## src/rtl/cmpflag_pkg.sv

```systemverilog
package cmpflag_pkg;
  typedef enum logic [1:0] {
    OP_CMP  = 2'd0,
    OP_CMPA = 2'd1,
    OP_TST  = 2'd2,
    OP_HOLD = 2'd3
  } op_e;

  typedef enum logic [1:0] {
    SZ_BYTE = 2'd0,
    SZ_WORD = 2'd1,
    SZ_LONG = 2'd2,
    SZ_LALT = 2'd3
  } size_e;

  typedef struct packed {
    logic x;
    logic n;
    logic z;
    logic v;
    logic c;
  } ccr_t;
endpackage

```

## src/rtl/cmpflag_align.sv

```systemverilog
// Places both operands so that the selected width occupies the top bits.
// A single full-width subtractor then yields flags for every size.
module cmpflag_align
  import cmpflag_pkg::*;
#(
  parameter int DATA_W = 32
) (
  input  logic [DATA_W-1:0] src_op,
  input  logic [DATA_W-1:0] dst_op,
  input  size_e             size,
  input  op_e               op,
  output logic [DATA_W-1:0] a_src,
  output logic [DATA_W-1:0] a_dst
);
  localparam int HALF_W = DATA_W / 2;
  localparam int BYTE_W = DATA_W / 4;

  function automatic logic [DATA_W-1:0] left_align(input logic [DATA_W-1:0] x,
                                                   input size_e sz);
    case (sz)
      SZ_BYTE: return {x[BYTE_W-1:0], {(DATA_W-BYTE_W){1'b0}}};
      SZ_WORD: return {x[HALF_W-1:0], {(DATA_W-HALF_W){1'b0}}};
      default: return x;
    endcase
  endfunction

  always_comb begin
    case (op)
      OP_CMPA: begin
        a_dst = dst_op;
        if (size == SZ_LONG || size == SZ_LALT)
          a_src = src_op;
        else
          a_src = {{(DATA_W-HALF_W){src_op[HALF_W-1]}}, src_op[HALF_W-1:0]};
      end
      OP_TST: begin
        a_dst = left_align(dst_op, size);
        a_src = '0;
      end
      default: begin
        a_dst = left_align(dst_op, size);
        a_src = left_align(src_op, size);
      end
    endcase
  end
endmodule

```

## src/rtl/cmpflag_eval.sv

```systemverilog
// Full-width subtract of aligned operands and derivation of N, Z, V, C.
module cmpflag_eval #(
  parameter int DATA_W = 32
) (
  input  logic [DATA_W-1:0] a_src,
  input  logic [DATA_W-1:0] a_dst,
  output logic              n,
  output logic              z,
  output logic              v,
  output logic              c
);
  localparam int MSB = DATA_W - 1;

  logic [DATA_W:0]   diff;
  logic [DATA_W-1:0] res;

  always_comb begin
    diff = {1'b0, a_dst} - {1'b0, a_src};
    res  = diff[DATA_W-1:0];
    c    = diff[DATA_W];
    n    = res[MSB];
    z    = ~|res;
    v    = (a_dst[MSB] ^ a_src[MSB]) & (res[MSB] ^ a_dst[MSB]);
  end
endmodule

```

## src/rtl/cmpflag_unit.sv

```systemverilog
module cmpflag_unit
  import cmpflag_pkg::*;
#(
  parameter int DATA_W = 32
) (
  input  logic              clk,
  input  logic              rst,
  input  logic [DATA_W-1:0] src_op,
  input  logic [DATA_W-1:0] dst_op,
  input  logic [1:0]        size_sel,
  input  logic [1:0]        op_sel,
  input  logic [4:0]        flags_in,
  output logic [4:0]        flags_out
);
  logic [DATA_W-1:0] a_src, a_dst;
  logic              n_w, z_w, v_w, c_w;
  ccr_t              cur, nxt, q;

  assign cur = ccr_t'(flags_in);

  cmpflag_align #(.DATA_W(DATA_W)) align_i (
    .src_op (src_op),
    .dst_op (dst_op),
    .size   (size_e'(size_sel)),
    .op     (op_e'(op_sel)),
    .a_src  (a_src),
    .a_dst  (a_dst)
  );

  cmpflag_eval #(.DATA_W(DATA_W)) eval_i (
    .a_src (a_src),
    .a_dst (a_dst),
    .n     (n_w),
    .z     (z_w),
    .v     (v_w),
    .c     (c_w)
  );

  always_comb begin
    if (op_e'(op_sel) == OP_HOLD) nxt = cur;
    else nxt = '{x: cur.x, n: n_w, z: z_w, v: v_w, c: c_w};
  end

  always_ff @(posedge clk) begin
    if (rst) q <= '0;
    else     q <= nxt;
  end

  assign flags_out = q;

  // synchronous reset clears the flags
  assert_reset_clear_R10: assert property (@(posedge clk)
    rst |=> flags_out == 5'b0);

  // X carried across every active operation
  assert_x_kept_R5: assert property (@(posedge clk) disable iff (rst)
    (op_sel != 2'd3) |=> flags_out[4] == $past(flags_in[4]));

  // test forces V and C low
  assert_test_vc_low_R6: assert property (@(posedge clk) disable iff (rst)
    (op_sel == 2'd2) |=> flags_out[1:0] == 2'b00);

  // hold code passes all flags
  assert_hold_pass_R8: assert property (@(posedge clk) disable iff (rst)
    (op_sel == 2'd3) |=> flags_out == $past(flags_in));

  // identical operands compare as zero with no borrow or overflow
  assert_equal_zero_R2: assert property (@(posedge clk) disable iff (rst)
    (op_sel == 2'd0 && src_op == dst_op) |=> flags_out[3:0] == 4'b0100);

  // full-width address compare borrows when source is larger
  assert_addr_borrow_R4: assert property (@(posedge clk) disable iff (rst)
    (op_sel == 2'd1 && size_sel[1] && src_op > dst_op) |=> flags_out[0]);
endmodule

```

## config.mk

```make
export PLATFORM = sky130hd
export DESIGN_NAME = cmpflag_unit
export DESIGN_NICKNAME = d
export VERILOG_FILES = /design/src/rtl/cmpflag_pkg.sv /design/src/rtl/cmpflag_align.sv /design/src/rtl/cmpflag_eval.sv /design/src/rtl/cmpflag_unit.sv
export SDC_FILE = /design/constraint.sdc
export NUM_CORES = 1
export LEC_CHECK = 0
export ABC_CLOCK_PERIOD_IN_PS = 7730
export CAP_MARGIN = 20
export CORE_ASPECT_RATIO = 1.1
export CORE_MARGIN = 2
export CORE_UTILIZATION = 55
export DETAILED_ROUTE_END_ITERATION = 8
export HOLD_SLACK_MARGIN = 0.08
export PLACE_DENSITY = 0.95
export SLEW_MARGIN = 15
export SYNTH_ARGS = -nofsm -noshare
export SYNTH_HDL_FRONTEND = slang
export SYNTH_HIERARCHICAL = 1
export SYNTH_SLANG_ARGS = --single-unit
```

## constraint.sdc

```tcl
create_clock -name clk -period 7.73 [get_ports clk]
set_clock_uncertainty 0.2 [all_clocks]
set_input_delay 1.1595 -clock clk [delete_from_list [all_inputs] [get_ports clk]]
set_output_delay 1.1595 -clock clk [all_outputs]
set_load 0.03 [all_outputs]
```

==> results of run 1 <==
metrics by stage:
step / setup slack [ps] / hold slack, ps
finish: 1010 / 1320
global route: 838 / 1340
CTS: 1160 / 1320
detailed placement: 996 / 1550
global placement: 1090 / 1520
floorplan: 2320 / 1030
Yosys cell counts (3+ instances only):
| library cell | count | area (µm²) |
|---|---|---|
| a211oi_1 | 8 | 60.1 |
| a21bo_1 | 4 | 40.0 |
| a21o_1 | 9 | 67.6 |
| a21oi_1 | 28 | 140 |
| a21oi_2 | 4 | 35.0 |
| a221o_1 | 8 | 80.1 |
| a311o_1 | 3 | 30.0 |
| a31oi_1 | 5 | 31.3 |
| and2_1 | 19 | 119 |
| and2b_1 | 12 | 90.1 |
| buf_2 | 7 | 35.0 |
| buf_6 | 3 | 33.8 |
| clkbuf_1 | 10 | 37.5 |
| dfxtp_1 | 5 | 100 |
| ha_1 | 33 | 413 |
| inv_1 | 46 | 173 |
| mux2i_1 | 11 | 110 |
| nand2_1 | 52 | 195 |
| nand2b_1 | 8 | 50.1 |
| nand3_1 | 16 | 80.1 |
| nand4_1 | 8 | 50.1 |
| nor2_1 | 19 | 71.3 |
| nor2b_1 | 15 | 93.8 |
| nor3_1 | 13 | 65.1 |
| nor3b_1 | 3 | 22.5 |
| nor4_1 | 3 | 18.8 |
| o211ai_1 | 7 | 52.6 |
| o21a_1 | 8 | 60.1 |
| o21ai_0 | 34 | 170 |
| o21ai_1 | 5 | 25.0 |
| or3_1 | 3 | 18.8 |
| xnor2_1 | 12 | 105 |
| xor2_1 | 7 | 61.3 |
logic make-up after synthesis:
kind of cell,Yosys count,share of synthesized area
AOI/OAI and AO/OA,144,0.328
xor gates and xnor gates,19,0.0541
adders and majority gates,34,0.141
buffers and inverters,66,0.0907
DFF,5,0.0325
muxes,11,0.0358
and+or+nand+nor,184,0.319
per-layer routing:
layer,vias to the layer above,part of all wire,track usage
met2,269,0.48,0.653
met4,0,0.061,0.240
li1,1796,-,-
met1,1765,0.36,0.410
met3,49,0.10,0.0534
met5,-,0,0
area by class of cell:
class / count / area share
inverter: 46 / 0.0442
tap: 75 / 0.0240
timing repair buffer: 80 / 0.204
multi-input combinational: 392 / 0.690
sequential: 5 / 0.0256
clock buffer: 4 / 0.0115
power breakdown:
part           leakage (nW)  switching, mW  internal [mW]
Sequential           0.0413       0.000838         0.0290
Clock                0.0228         0.0142         0.0355
Combinational          1.59          0.248          0.189
Total                  1.65          0.263          0.254
final timing paths:
path                         from           end  cells past startpoint
worst max-delay path    op_sel[1]  flags_out[2]                     20
worst min-delay path  flags_in[4]  flags_out[4]                      2
==> summary.md, run 1 <==
| Metric | Value |
|---|---|
| Max_slew headroom | 0.526 |
| IR drop worst, VDD | between 0.00006 and 0.00007 V |
| Register area | roughly 100 µm² |
| TritonRoute pass-1 iters | 6 |
| Unique cell type count in the Yosys netlist | 60 |
| Layout area overhead | 27.0% |
| Post-CTS Setup Repair Bufs | 0 |
| Pwr/cell area | 132 nW/µm² |
| Max stage delay cell, worst path | clkdlybuf4s50_1 |
| Die Y | 82.4 µm |
| Clk sinks | 5 |
| Leak | ~1.7 nW |
| Worst path arrival time | 6680 ps |
| H-tree Lvls | 1 |
| Crit path kind | input port to register |
| Antenna viol nets, final | 0 |
| Number of global-route vias before repair | 3,604 |
| Max Slew Vio Count | 0 |
| Cell chain of the critical path | clkdlybuf4s50_1 -> inv_1 -> ha_1 -> or2b_2 -> a21boi_2 -> and2b_1 -> ha_1 -> fa_1 -> nand2b_1 -> a21oi_1 -> o211a_1 -> a31oi_4 -> o21ai_0 -> xnor2_1 -> nand4_1 -> a2111oi_2 -> nand4_1 -> a2111oi_2 -> a21bo_1 -> a21oi_1 |
| Max-capacitance violation count | 0 |
| Routability congestion estimate | between 0.9 and 1 |
| Initial antenna violation count | 0 |
| Drt initial violations | between 300 and 400 |
| Drt total wl | roughly 11,000 µm |
| Util after Layout | 0.724 |
| Final hold violation count | 0 |
| Root Driver | clkbuf_8 |
| Fin nets | about 640 |
| Syn Inst Count | 463 |
| Total CTS buffers | 3 |
| Max incr delay on CP | 690 ps |
| Gr ovfl total | 0 |
| First-pass GRT wire length | between 15,000 and 20,000 µm |
| Slew @ Worst Pin | 705 ps |
| Crit path buffers/inverters | 2 |
| Primary FF master, synth | dfxtp_1 |
| Post-synthesis sequential area ratio | 0.0325 |
| Startpoint Class | input port |
| Port Buffers | roughly 80 |
| Post-CTS resize count | 0 |
| Ports | 80 |
| Max Fclk | roughly 150 MHz |
| Final Critical Period | around 6700 ps |
| CTS clk-pin slew, worst paths | roughly 40 ps |
| Critical-path maximum fanout | 16 |
| Post-synth ARST share | 0 |
| CTS tree | done |
| Area of the multi-input gates | approximately 2700 µm² |
| WL per Instance | ~19 µm |
| CP Capture Type | register |
| Final Cell Area | 3910 µm² |
| Die ar. | between 6000 and 7000 µm² |
| Syn nets | around 570 |
| Commonest non-fill, non-tap cell in the layout | clkdlybuf4s50_1 |
| Most frequent cells in the layout | clkdlybuf4s50_1, nand2_1, inv_1 |
| Residual DRC | 0 |
| Layout cell share with drive strength beyond 1 | 0.0398 |
| Mean Syn Cell Area | between 6 and 7 µm² |
| Power consumption | about 0.52 mW |
| # rows | 28 |
| Period utilisation layout | 0.869 |
| Status | finished, final reports clean |
| Die Wd | around 75 µm |
| HPWL Detailed | a little over 9000 µm |
| RSZ-0062 raised after global routing | no |
| EDFF count, synth | 0 |
| Core footprint | 5400 µm² |
| Number of diodes | 0 |
| Setup violators final | 0 |
| Pin count of the biggest net entering global routing | between 40 and 50 |
| Via density | approximately 6.4 |
| Post-Layout Cell Count | around 600 |
| Register bit total from synthesis | 5 |
| Fill count | 450 |
| Hold Path Class | input port to register |
| Cell Area, Synth | around 3100 µm² |
| Placed cell areas | between 3000 and 4000 µm² |
| Cells after DPL | between 500 and 600 |
| Total GRT Usage | 0.372 |
| Cell family with most CP delay | compound AO/OA/AOI/OAI gates |
| YS warnings | 6 |
| Critical Path RT | between 7000 and 8000 ps |
| Total number of vias | roughly 3,900 |
| Largest register FFs | 5 |
| Hold Buf Count CTS | 0 |
| Initial core utilization | 0.570 |
| Setup TNS | 0 ps |
| Clk buf depth | 2 |
Note: power is estimated with default switching activity, not from simulation.
==> inputs of run 2 (changes only) <==
--- a/config.mk
+++ b/config.mk
@@ -11,6 +11,7 @@
 export CORE_MARGIN = 2
 export CORE_UTILIZATION = 55
 export DETAILED_ROUTE_END_ITERATION = 8
+export GPL_ROUTABILITY_DRIVEN = 1
 export HOLD_SLACK_MARGIN = 0.08
 export PLACE_DENSITY = 0.95
 export SLEW_MARGIN = 15
==> results of run 2 <==
Same layout as run 1: the final DEF is identical, and so are final timing and power.
==> inputs of run 3 (changes only) <==
--- a/config.mk
+++ b/config.mk
@@ -9,11 +9,11 @@
 export CAP_MARGIN = 20
 export CORE_ASPECT_RATIO = 1.1
 export CORE_MARGIN = 2
-export CORE_UTILIZATION = 55
+export CORE_UTILIZATION = 40
 export DETAILED_ROUTE_END_ITERATION = 8
 export GPL_ROUTABILITY_DRIVEN = 1
 export HOLD_SLACK_MARGIN = 0.08
-export PLACE_DENSITY = 0.95
+export PLACE_DENSITY = 0.79
 export SLEW_MARGIN = 15
 export SYNTH_ARGS = -nofsm -noshare
 export SYNTH_HDL_FRONTEND = slang
==> run 3 against run 2 <==
  * Sequential share of layout area hardly changed
  * Largest power group unchanged
  * Global-route usage is 12 points lower
  * Critical endpoint unchanged
  * Maximum frequency is 3.9% higher
  * Final cell count is 5.0% higher
==> summary.md, run 3 (synthesis results as in run 1) <==
| Metric | Value |
|---|---|
| Hold Slack | between 1000 and 1500 ps |
| Number of diodes | 0 |
| Power consumption | between 0.5 and 0.6 mW |
| Largest register FFs | 5 |
| Min-Delay Path Depth | 2 |
| Drt total wl | approximately 11,000 µm |
| Port Buffers | a little under 80 |
| Final Critical Period | 6470 ps |
| Register area | 100 µm² |
| Residual DRC | 0 |
| Placed cell areas | ~3900 µm² |
| Most frequent cells in the layout | clkdlybuf4s50_1, nand2_1, inv_1 |
| # rows | 33 |
| Initial core utilization | 0.412 |
| Min-Delay Startpoint | flags_in[4] |
| CTS tree | done |
| Util after Layout | 0.528 |
| Gr ovfl total | 0 |
| Crit path kind | input port to register |
| TritonRoute pass-1 iters | 5 |
| Worst path arrival time | 6430 ps |
| Status | finished, final reports clean |
| Max_slew headroom | 0.501 |
| Die Y | between 90 and 100 µm |
| Hold Path Class | input port to register |
| Hold Buf Count CTS | 0 |
| Via density | 5.86 |
| Layout cell share with drive strength beyond 1 | 0.0398 |
| Critical-path maximum fanout | 16 |
| CP Capture Type | register |
| Post-CTS resize count | 0 |
| Setup violators final | 0 |
| HPWL Detailed | 9030 µm |
| Hold path endpoint | flags_out[4] |
| Post-Layout Cell Count | between 600 and 700 |
| Fin nets | about 640 |
| RSZ-0062 raised after global routing | no |
| Startpoint Class | input port |
| Period utilisation layout | 0.837 |
| Pwr/cell area | 128 nW/µm² |
| Total number of vias | roughly 3,700 |
| Antenna viol nets, final | 0 |
| Drt initial violations | between 200 and 250 |
| Area of the multi-input gates | approximately 2700 µm² |
| CTS clk-pin slew, worst paths | 40 ps |
| Fill count | 754 |
| Final Cell Area | between 3000 and 4000 µm² |
| IR drop worst, VDD | 0.0000450 V |
| Clk sinks | 5 |
| Slew @ Worst Pin | approximately 740 ps |
| Critical Path RT | 7690 ps |
| Total GRT Usage | 0.254 |
| Die Wd | a little under 90 µm |
| Initial antenna violation count | 0 |
| Ports | 80 |
| Setup WS pre-CTS | between 1000 and 1500 ps |
| Number of global-route vias before repair | approximately 3,500 |
| Max Fclk | 155 MHz |
| Die ar. | 8410 µm² |
| Max Slew Vio Count | 0 |
| Final setup margin | between 1000 and 1500 ps |
| First-pass GRT wire length | ~17,000 µm |
| Core footprint | 7470 µm² |
| Post-CTS Setup Repair Bufs | 0 |
| Root Driver | clkbuf_8 |
| Commonest non-fill, non-tap cell in the layout | clkdlybuf4s50_1 |
| WL per Instance | between 15 and 20 µm |
| Cells after DPL | 628 |
| Layout area overhead | 28.2% |
| Setup TNS | 0 ps |
| Clk buf depth | 2 |
| Pin count of the biggest net entering global routing | roughly 40 |
| Total CTS buffers | 3 |
| Max-capacitance violation count | 0 |
| H-tree Lvls | 1 |
| Final hold violation count | 0 |
| Routability congestion estimate | ~1 |
| Leak | about 1.7 nW |
-- run 3: area by class of cell --
| type | instances | share of cell area |
|---|---|---|
| inverters | 46 | 0.0438 |
| multi-input cells | 392 | 0.684 |
| clock buffers | 4 | 0.0114 |
| flip-flops and latches | 5 | 0.0254 |
| repair buffers | 80 | 0.202 |
| well taps | 105 | 0.0333 |
-- run 3: how the worst max path moves through the flow --
stage | start | endpoint | slack [ps]
floorplan | op_sel[1] | flags_out[2] | 2320
global placement | op_sel[1] | flags_out[2] | 1360
detailed placement | op_sel[1] | flags_out[2] | 1100
CTS | op_sel[1] | flags_out[2] | 1320
global route | op_sel[1] | flags_out[2] | 930
finish | op_sel[1] | flags_out[2] | 1260
-- run 3: power by group --
group          internal (mW)  total [mW]  leakage, nW  switching, mW
clock                 0.0355      0.0499       0.0228         0.0144
sequential            0.0290      0.0296       0.0413       0.000601
combinational          0.189       0.426         1.59          0.238
-- run 3: routing by layer --
| metal | part of all wire | wire length, µm | track usage |
|---|---|---|---|
| met2 | 0.46 | 4990 | 0.438 |
| met3 | 0.076 | 827 | 0.0103 |
| met4 | 0.058 | 625 | 0.145 |
| met1 | 0.41 | 4410 | 0.315 |
| met5 | 0 | 0 | 0 |
-- run 3: worst max-delay path, stage by stage --
cell,delay (ps)
clkdlybuf4s50_1,630
inv_1,80
ha_1,370
or2b_2,160
a21boi_2,480
and2b_1,250
ha_1,220
fa_1,420
nand2b_1,180
nand2b_1,90
a21oi_2,60
xnor2_1,120
or4_1,500
nor4_1,350
nand4_1,170
a2111oi_2,240
nand4_1,200
a2111oi_2,350
a21bo_1,250
a21oi_1,130
